$ cat src/rtl/ais_pkg.sv
package ais_pkg;
   typedef enum logic {
      AIS_MODE_DS3 = 1'b0,
      AIS_MODE_E3  = 1'b1
   } ais_mode_e;

   function automatic int ais_max(input int a, input int b);
      return (a > b) ? a : b;
   endfunction
endpackage

$ cat src/rtl/ais_sat_count.sv
module ais_sat_count #(
   parameter int LIMIT = 63,
   localparam int W = $clog2(LIMIT + 1)
) (
   input  logic         clk,
   input  logic         rst_n,
   input  logic         clr,
   input  logic         inc,
   output logic [W-1:0] count
);
   localparam logic [W-1:0] TOP = W'(LIMIT);

   if (LIMIT < 1) begin : g_bad_limit
      $error("ais_sat_count: LIMIT must be at least 1");
   end

   always_ff @(posedge clk or negedge rst_n) begin
      if (!rst_n)                   count <= '0;
      else if (clr)                 count <= '0;
      else if (inc && count != TOP) count <= count + 1'b1;
   end
endmodule

$ cat src/rtl/ais_ds3_acc.sv
module ais_ds3_acc (
   input  logic clk,
   input  logic rst_n,
   input  logic restart,
   input  logic bit_en,
   input  logic data_in,
   input  logic start,
   input  logic is_payload,
   input  logic is_cbit,
   input  logic is_xbit,
   input  logic in_frame,
   output logic frame_ok
);
   logic ok_q, phase_q, last_q;
   logic base_ok, base_phase, bit_ok;

   // a start bit opens a fresh M-frame and is judged as its first bit
   always_comb begin
      base_ok    = start ? 1'b1 : ok_q;
      base_phase = start ? 1'b0 : phase_q;
      bit_ok     = in_frame
                   && !(is_cbit && data_in)
                   && !(is_xbit && !data_in)
                   && !(is_payload && base_phase && (data_in == last_q));
   end

   always_ff @(posedge clk or negedge rst_n) begin
      if (!rst_n) begin
         ok_q    <= 1'b1;
         phase_q <= 1'b0;
         last_q  <= 1'b0;
      end else if (restart) begin
         ok_q    <= 1'b1;
         phase_q <= 1'b0;
      end else if (bit_en) begin
         ok_q <= base_ok && bit_ok;
         if (is_payload) begin
            phase_q <= 1'b1;
            last_q  <= data_in;
         end else begin
            phase_q <= base_phase;
         end
      end
   end

   assign frame_ok = ok_q;
endmodule

$ cat src/rtl/ais_e3_acc.sv
module ais_e3_acc #(
   parameter int MAX_ZEROS = 7,
   localparam int ZW = $clog2(MAX_ZEROS + 2)
) (
   input  logic clk,
   input  logic rst_n,
   input  logic restart,
   input  logic bit_en,
   input  logic data_in,
   input  logic start,
   input  logic in_frame,
   output logic frame_ok
);
   localparam logic [ZW-1:0] ZSAT = ZW'(MAX_ZEROS + 1);

   logic [ZW-1:0] zeros_q, zeros_base;
   logic          inf_q, inf_base;

   assign zeros_base = start ? '0 : zeros_q;
   assign inf_base   = start ? 1'b1 : inf_q;

   always_ff @(posedge clk or negedge rst_n) begin
      if (!rst_n) begin
         zeros_q <= '0;
         inf_q   <= 1'b1;
      end else if (restart) begin
         zeros_q <= '0;
         inf_q   <= 1'b1;
      end else if (bit_en) begin
         inf_q   <= inf_base && in_frame;
         zeros_q <= (!data_in && zeros_base != ZSAT) ? zeros_base + 1'b1 : zeros_base;
      end
   end

   assign frame_ok = inf_q && (zeros_q < ZSAT);
endmodule

$ cat src/rtl/ais_detector.sv
module ais_detector #(
   parameter int DS3_SET_MFRAMES = 63,
   parameter int DS3_CLR_MFRAMES = 2,
   parameter int E3_MAX_ZEROS    = 7,
   parameter int E3_SET_FRAMES   = 2
) (
   input  logic clk,
   input  logic rst_n,
   input  logic bit_en,
   input  logic data_in,
   input  logic mode_sel,
   input  logic is_payload,
   input  logic is_cbit,
   input  logic is_xbit,
   input  logic frame_start,
   input  logic mframe_start,
   input  logic in_frame,
   output logic ais
);
   import ais_pkg::*;

   localparam int SET_LIM = ais_max(DS3_SET_MFRAMES, E3_SET_FRAMES);
   localparam int SET_W   = $clog2(SET_LIM + 1);
   localparam int CLR_W   = $clog2(DS3_CLR_MFRAMES + 1);

   if (DS3_SET_MFRAMES < 1 || E3_SET_FRAMES < 1) begin : g_bad_set
      $error("ais_detector: set thresholds must be at least 1");
   end
   if (DS3_CLR_MFRAMES < 1) begin : g_bad_clr
      $error("ais_detector: DS3 clear threshold must be at least 1");
   end
   if (E3_MAX_ZEROS < 0) begin : g_bad_zeros
      $error("ais_detector: E3 zero limit must not be negative");
   end

   ais_mode_e        mode_e;
   logic             mode_q, mode_chg, seen_q;
   logic             bnd, eval, good, set_hit, clr_hit;
   logic             ds3_ok, e3_ok;
   logic [SET_W-1:0] set_cnt;
   logic [CLR_W-1:0] clr_cnt;
   int               set_lim;

   assign mode_e   = ais_mode_e'(mode_sel);
   assign mode_chg = (mode_sel != mode_q);
   assign bnd      = bit_en && !mode_chg
                     && ((mode_e == AIS_MODE_E3) ? frame_start : mframe_start);
   assign eval     = bnd && seen_q;
   assign good     = (mode_e == AIS_MODE_E3) ? e3_ok : ds3_ok;
   assign set_lim  = (mode_e == AIS_MODE_E3) ? E3_SET_FRAMES : DS3_SET_MFRAMES;
   assign set_hit  = (int'(set_cnt) + 1) >= set_lim;
   assign clr_hit  = (int'(clr_cnt) + 1) >= DS3_CLR_MFRAMES;

   ais_ds3_acc u_ds3 (
      .clk        (clk),
      .rst_n      (rst_n),
      .restart    (mode_chg),
      .bit_en     (bit_en),
      .data_in    (data_in),
      .start      (mframe_start),
      .is_payload (is_payload),
      .is_cbit    (is_cbit),
      .is_xbit    (is_xbit),
      .in_frame   (in_frame),
      .frame_ok   (ds3_ok)
   );

   ais_e3_acc #(.MAX_ZEROS(E3_MAX_ZEROS)) u_e3 (
      .clk      (clk),
      .rst_n    (rst_n),
      .restart  (mode_chg),
      .bit_en   (bit_en),
      .data_in  (data_in),
      .start    (frame_start),
      .in_frame (in_frame),
      .frame_ok (e3_ok)
   );

   ais_sat_count #(.LIMIT(SET_LIM)) u_set_run (
      .clk   (clk),
      .rst_n (rst_n),
      .clr   (mode_chg || (eval && !good)),
      .inc   (eval && good),
      .count (set_cnt)
   );

   ais_sat_count #(.LIMIT(DS3_CLR_MFRAMES)) u_clr_run (
      .clk   (clk),
      .rst_n (rst_n),
      .clr   (mode_chg || (eval && good)),
      .inc   (eval && !good && (mode_e == AIS_MODE_DS3)),
      .count (clr_cnt)
   );

   always_ff @(posedge clk or negedge rst_n) begin
      if (!rst_n) begin
         mode_q <= 1'b0;
         seen_q <= 1'b0;
         ais    <= 1'b0;
      end else begin
         mode_q <= mode_sel;
         if (mode_chg) begin
            seen_q <= 1'b0;
            ais    <= 1'b0;
         end else begin
            if (bnd) seen_q <= 1'b1;
            if (eval) begin
               if (good && set_hit)
                  ais <= 1'b1;
               else if (!good && ((mode_e == AIS_MODE_E3) || clr_hit))
                  ais <= 1'b0;
            end
         end
      end
   end
endmodule

$ cat config.mk
export PLATFORM = sky130hd
export DESIGN_NAME = ais_detector
export DESIGN_NICKNAME = d
export VERILOG_FILES = /design/src/rtl/ais_pkg.sv /design/src/rtl/ais_sat_count.sv /design/src/rtl/ais_ds3_acc.sv /design/src/rtl/ais_e3_acc.sv /design/src/rtl/ais_detector.sv
export SDC_FILE = /design/constraint.sdc
export NUM_CORES = 1
export LEC_CHECK = 0
export ABC_AREA = 1
export CELL_PAD_IN_SITES_DETAIL_PLACEMENT = 0
export CELL_PAD_IN_SITES_GLOBAL_PLACEMENT = 1
export CORE_UTILIZATION = 44
export DETAILED_ROUTE_END_ITERATION = 6
export PLACE_DENSITY = 0.83
export SETUP_SLACK_MARGIN = 0.5
export SLEW_MARGIN = 5
export SYNTH_ARGS = -nofsm -noshare
export SYNTH_HDL_FRONTEND = slang
export SYNTH_SLANG_ARGS = --single-unit
$ cat constraint.sdc
create_clock -name clk -period 3.1 [get_ports clk]
set_clock_uncertainty 0.05 [all_clocks]
set_input_delay 0.31 -clock clk [delete_from_list [all_inputs] [get_ports clk]]
set_output_delay 0.31 -clock clk [all_outputs]
set_load 0.1 [all_outputs]
==> run_results.csv, run 1 <==
group,metric,value,unit
timing,max_freq,0.464,GHz
timing,min_period,2.16,ns
timing,relSlewSlack,35.3,%
synthesis,synth_top_area_share,32.7,%
critical_path,crit_buf_inv,1,
critical_path,path_delay_family,"buffers and inverters",
grt,grt_pass1_vias,1051,
synthesis,synthArstFlopShare,100,%
route,ant_nets,0,
floorplan,floorplan.initialDensity,46.8,%
critical_path,r2r_end,"ais$_DFFE_PN0P_",
finish,post-route-util,53.1,%
place,gp_congestion,0.854,
route,vias,1105,
synthesis,yosys_register_bits,19,
critical_path,r2r_cells,10,
critical_path,max_stage_delay,1.13,ns
route,drt_iter0_markers,19,
timing,setup_viol,0,
clock_tree,clk_transition_reported_paths,0.12,ns
clock_tree,htreeDepth,1,
route,drt_first_pass_iters,4,
run,drv_cap,0,
critical_path,path_cells,"clkdlybuf4s50_1",
timing,fin_tns_setup,0,ns
critical_path,end_kind,"output port",
floorplan,die-area,3180,um2
critical_path,arrival,1.80,ns
synthesis,synth_edf_count,0,
timing,setup_ws,0.945,ns
synthesis,syn-cell-area,1300,um2
grt,grt_max_degree,20,
synthesis,ys_types,25,
clock_tree,clock_sinks,19,
synthesis,synthTopCellsByArea,"dfrtp_1, nand2_1, ha_1",
hold_path,hold_path_class,"primary input to asynchronous set/reset pin",
synthesis,yosysWarnings,0,
synthesis,ys.flop_type,"dfrtp_1",
timing,worstMarginPinSlew,0.968,ns
synthesis,synthTopCellsByCount,"nand2_1, inv_1, nor2_1",
place,place_inst,216,
clock_tree,postCtsSetupBuffers,0,
timing,timing.hold.ws,0.436,ns
synthesis,synth.most_common_cell,"nand2_1",
clock_tree,postCtsResizedCells,0,
timing,final.period_utilization,69.5,%
route,drcViolationCount,0,
grt,grt_overflow,0,
synthesis,synthesis.nets,195,
clock_tree,root_buffer,"clkbuf_4",
critical_path,crit_slowest_cell,"clkdlybuf4s50_1",
floorplan,core,2780,um2
critical_path,critical_path_required,2.74,ns
power_and_ir_drop,ir_worst_vdd,0.217,mV
floorplan,die_w,56.4,um
clock_tree,clockBufferDepth,2,
clock_tree,clk_latency,0.30,ns
status,status,"finished, final reports clean",
clock_tree,cts_tree,"done",
finish,nets,211,
place,post-dp-hpwl,2.00,mm
route,via_per_inst,5.02,
clock_tree,numCtsBuffers,3,
synthesis,synth_area_per_cell,7.48,um2
floorplan,fp.dieH,56.4,um
floorplan,rows,19,
finish,fin_cells,220,
grt,grt_pass1_wl,4.58,mm
place,place_ws,0.938,ns
synthesis,yosysTopAreaCell,"dfrtp_1",
critical_path,r2r_slack,1.21,ns
route,routed_wl,2.60,mm
critical_path,cp-start-kind,"flip-flop",
timing,rsz0062_at_grt,"no",
synthesis,ys_seq_area_share,36.7,%
power_and_ir_drop,p_leak,0.804,nW
finish,drive_above_1_share,8.47,%
critical_path,critPathMaxFanout,2,
grt,grt_antenna_before_repair,0,
finish,antennaDiodeCount,0,
power_and_ir_drop,p_per_area,330,nW/um2
critical_path,critPathKind,"flip-flop to output port",
grt,track_usage,18.6,%
floorplan,io_pins,12,
synthesis,synthCells,174,
timing,hold_violations,0,
finish,syn_to_final_growth,13.6,%
clock_tree,ctsHoldBuffers,0,
timing,drv_slew,0,
critical_path,r2r-start,"u_set_run.count[0]$_DFFE_PN0P_",
route,wl_per_cell,11.8,um
place,io_buffers,11,
==> metal layers <==
metal | vias to the layer above | routed length (um) | global-route usage [%]
li1 | 579 | - | -
met1 | 514 | 1290 | 25.6
met2 | 7 | 1240 | 29.8
met3 | 5 | 39 | 2.30
met4 | 0 | 39 | 7.32
met5 | - | 0 | 0
==> kinds of logic after synthesis <==
group / after synthesis / share of synthesized area, %
AND/OR/NAND/NOR: 89 / 33.3
flip-flops: 19 / 36.7
XOR/XNOR: 4 / 2.69
buffers and inverters: 33 / 9.52
adder cells (fa/ha/maj): 10 / 9.62
AO/OA/AOI/OAI: 19 / 8.17
==> report_power, final <==
part           total (mW)  internal [mW]  switching, mW
logic              0.0854         0.0319         0.0535
clock network       0.132         0.0481         0.0840
registers           0.271          0.261        0.00929
==> how the worst max path moves through the flow <==
stage | slack (ns) | start | cells after the start | to
final | 0.94 | ais$_DFFE_PN0P_ | 1 | ais
after global routing | 0.90 | ais$_DFFE_PN0P_ | 1 | ais
after CTS | 0.93 | ais$_DFFE_PN0P_ | 1 | ais
after detailed placement | 0.94 | mode_sel | 9 | u_set_run.count[4]$_DFFE_PN0P_
after global placement | 0.97 | mode_sel | 9 | u_set_run.count[5]$_DFFE_PN0P_
after floorplan | 1.40 | u_set_run.count[0]$_DFFE_PN0P_ | 12 | ais$_DFFE_PN0P_
==> registers in the layout (all words and copies together), names as in the netlist <==
register / count
u_ds3.frame_ok: 1
seen_q: 1
u_e3.inf_q: 1
mode_q: 1
u_ds3.phase_q: 1
ais: 1
u_ds3.last_q: 1
u_clr_run.count: 2
u_set_run.count: 6
u_e3.zeros_q: 4
==> layout make-up <==
class                   count  area [um2]
well taps                  31        38.8
clock inverters             1        5.00
multi-input cells         122         699
clock buffers               3        22.5
fillers                   282        1300
repair buffers             11         110
inverters                  33         124
flip-flops and latches     19         478
==> cell usage in the layout (no fill, tap or decap) <==
cell,instances
o21ai_0,11
nand2_1,42
nand3_1,16
nand4_4,1
xor2_1,4
inv_2,2
a31oi_2,1
clkinv_2,1
inv_1,31
nor3_1,1
ha_1,10
clkdlybuf4s50_1,11
a21oi_1,5
nand3b_1,1
clkbuf_4,3
nor2_1,18
nor2_2,2
a22oi_1,1
nand3_4,1
dfrtp_1,17
o22ai_1,1
or2_1,1
nand2_4,1
nor3b_1,1
or2_2,1
dfstp_2,2
nor2_8,1
nand4_1,2
==> per-stage QoR <==
| stage | cell area [um2] | power [mW] |
|---|---|---|
| 2_1_floorplan | 1300 | 0.326 |
| 3_3_place_gp | 1450 | 0.361 |
| 3_5_place_dp | 1450 | 0.362 |
| 4_1_cts | 1480 | 0.500 |
| 5_1_grt | 1480 | 0.518 |
| 6_report | 1480 | 0.488 |
No activity file was read; power rests on OpenSTA's default activity.
==> run 2: changes to the inputs <==
--- a/config.mk
+++ b/config.mk
@@ -8,9 +8,9 @@
 export ABC_AREA = 1
 export CELL_PAD_IN_SITES_DETAIL_PLACEMENT = 0
 export CELL_PAD_IN_SITES_GLOBAL_PLACEMENT = 1
-export CORE_UTILIZATION = 44
+export CORE_UTILIZATION = 41
 export DETAILED_ROUTE_END_ITERATION = 6
-export PLACE_DENSITY = 0.83
+export PLACE_DENSITY = 0.79
 export SETUP_SLACK_MARGIN = 0.5
 export SLEW_MARGIN = 5
 export SYNTH_ARGS = -nofsm -noshare
==> constraint.sdc (replaced) <==
create_clock -name clk -period 2.1 [get_ports clk]
set_clock_uncertainty 0.05 [all_clocks]
set_input_delay 0.21 -clock clk [delete_from_list [all_inputs] [get_ports clk]]
set_output_delay 0.21 -clock clk [all_outputs]
set_load 0.1 [all_outputs]
==> run 2 against run 1 <==
Effect of this change:
- cell area is 7.1% higher
- register-to-register slack worse by 0.84 ns
- sequential power is 47% higher
- core utilization is 0.85 points lower
- via count is 0.72% higher
- sequential share of layout area is 2.1 points lower
- non-clock buffer count is 6 higher
- largest cell class unchanged
==> run_results.csv, run 2 (synthesis gave the netlist of run 1 again) <==
group,metric,value,unit
power_and_ir_drop,p_per_area,464,nW/um2
place,place_ws,0.144,ns
critical_path,critPathMaxFanout,2,
timing,drv_slew,0,
power_and_ir_drop,clkPwrFrac,27.3,%
power_and_ir_drop,p_sw,0.225,mW
critical_path,worstSetupEndpoint,"ais$_DFFE_PN0P_",
power_and_ir_drop,p_leak,0.843,nW
finish,final_area,1580,um2
timing,fin_tns_setup,0,ns
finish,num-fill-cells,297,
clock_tree,numCtsBuffers,3,
floorplan,die-area,3400,um2
route,routed_wl,2.62,mm
critical_path,r2r_slack,0.37,ns
finish,drive_above_1_share,18.5,%
critical_path,r2r_cells,13,
clock_tree,ctsHoldBuffers,0,
route,ant_nets,0,
critical_path,r2r_end,"ais$_DFFE_PN0P_",
place,io_buffers,11,
place,gp_congestion,0.813,
grt,grt_max_degree,20,
power_and_ir_drop,p_sw_share,30.7,%
power_and_ir_drop,p_comb_share,18.5,%
floorplan,die_w,58.3,um
timing,setup_ws,0.365,ns
timing,worstMarginPinSlew,0.337,ns
floorplan,io_pins,12,
finish,seqCellArea,478,um2
route,drt_iter0_markers,31,
floorplan,rows,20,
critical_path,crit_slowest_cell,"dfrtp_1",
finish,largest_reg_flops,6,
finish,nets,217,
floorplan,fp.dieH,58.3,um
finish,most-common-layout-cells,"nand2_1, inv_1, dfrtp_1",
route,wl_per_cell,11.0,um
critical_path,critPathKind,"flip-flop to flip-flop",
timing,hold_violations,0,
timing,max_freq,0.576,GHz
finish,antennaDiodeCount,0,
power_and_ir_drop,internal_power,0.509,mW
finish,reg.largest.list,"u_set_run.count: 6 flops, u_e3.zeros_q: 4 flops, u_clr_run.count: 2 flops",
timing,relSlewSlack,77.5,%
clock_tree,htreeDepth,1,
place,place_area,1490,um2
hold_path,holdPathStages,1,
critical_path,critical_path_required,2.26,ns
timing,setup_viol,0,
floorplan,floorplan.initialDensity,43.0,%
finish,multiInputGateArea,744,um2
critical_path,cpMostUsedCell,"nand2_1",
grt,grt_antenna_before_repair,0,
power_and_ir_drop,p_seq_share,54.3,%
critical_path,cp-start-kind,"flip-flop",
route,drcViolationCount,0,
timing,rsz0062_at_grt,"yes",
critical_path,r2r-start,"u_set_run.count[0]$_DFFE_PN0P_",
timing,min_period,1.73,ns
clock_tree,clk_latency,0.31,ns
grt,grt_overflow,0,
finish,syn_to_final_growth,21.6,%
grt,grt_pass1_wl,4.42,mm
grt,grt_pass1_vias,1062,
critical_path,end_kind,"flip-flop",
power_and_ir_drop,ir_worst_vdd,0.270,mV
critical_path,crit_start,"u_set_run.count[0]$_DFFE_PN0P_",
status,status,"finished, final reports clean",
place,place_inst,231,
finish,fin_cells,239,
route,via_per_inst,4.66,
finish,largest-register,"u_set_run.count",
route,drt_first_pass_iters,4,
finish,post-route-util,52.3,%
clock_tree,clk_transition_reported_paths,0.12,ns
hold_path,hold_path_class,"primary input to flip-flop",
critical_path,max_stage_delay,0.41,ns
clock_tree,clock_sinks,19,
critical_path,arrival,1.90,ns
clock_tree,cts_tree,"done",
grt,track_usage,17.2,%
hold_path,min_from,"mode_sel",
run,drv_cap,0,
route,vias,1113,
clock_tree,clockBufferDepth,2,
place,post-dp-hpwl,1.98,mm
critical_path,path_cells,"ha_2, xor2_1, ha_1, nand2_1, inv_1, nand2_1, nand2_1, nand2_1, nand2_1, nand2_1, nand2_1, nand2_1, a21oi_2",
clock_tree,root_buffer,"clkbuf_4",
floorplan,core,3030,um2
finish,final_common_cell,"nand2_1",
timing,final.period_utilization,82.6,%
[run 2: metal layers]
metal | global-route usage [%] | vias up | share of wire (%)
li1 | - | 590 | -
met1 | 22.7 | 508 | 48
met2 | 28.4 | 11 | 48
met3 | 1.98 | 4 | 2.4
met4 | 8.16 | 0 | 1.4
met5 | 0 | - | 0
[run 2: critical path: cells and delay by family, from the launching register on]
family	cells	cell delay, ns
adders and majority gates	2	0.48
DFF	1	0.41
and+or+nand+nor	8	0.40
xor gates and xnor gates	1	0.22
AOI/OAI and AO/OA	1	0.05
buffers and inverters	1	0.03
[run 2: area by class of cell]
type / count / area share (%)
Multi-Input combinational cell: 122 / 47.0
Clock inverter: 1 / 0.316
Tap cell: 44 / 3.48
Sequential cell: 19 / 30.2
Timing Repair Buffer: 17 / 9.72
Inverter: 33 / 7.83
Clock buffer: 3 / 1.42
[run 2: worst min path at each step]
stage               slack [ns]                             end
global placement          0.41       u_ds3.phase_q$_DFFE_PN0P_
global route              0.14                mode_q$_DFF_PN0_
CTS                       0.17  u_set_run.count[3]$_DFFE_PN0P_
detailed placement        0.41       u_ds3.phase_q$_DFFE_PN0P_
finish                    0.14                mode_q$_DFF_PN0_
floorplan                -0.14                 ais$_DFFE_PN0P_
[run 2: per-stage QoR]
stage	total power, mW	hold slack (ns)
after floorplan	0.482	-0.136
after global placement	0.534	0.406
after detailed placement	0.537	0.409
after CTS	0.745	0.172
after global routing	0.778	0.139
final	0.735	0.136
[run 2: repair_timing]
item | in CTS | in global routing
cloned | 0 | 0
resized for setup | 4 | 10
setup buffers | 4 | 0
pin swaps | 3 | 0
hold endpoints to repair | 0 | 0
setup endpoints to repair | 3 | 12
[run 2: power groups by stage]
stage          Clock, mW  Combinational (mW)  Sequential (mW)
2_1_floorplan          0              0.0779            0.404
3_3_place_gp           0               0.128            0.406
3_5_place_dp           0               0.130            0.406
4_1_cts            0.212               0.135            0.398
5_1_grt            0.222               0.155            0.401
6_report           0.200               0.136            0.399
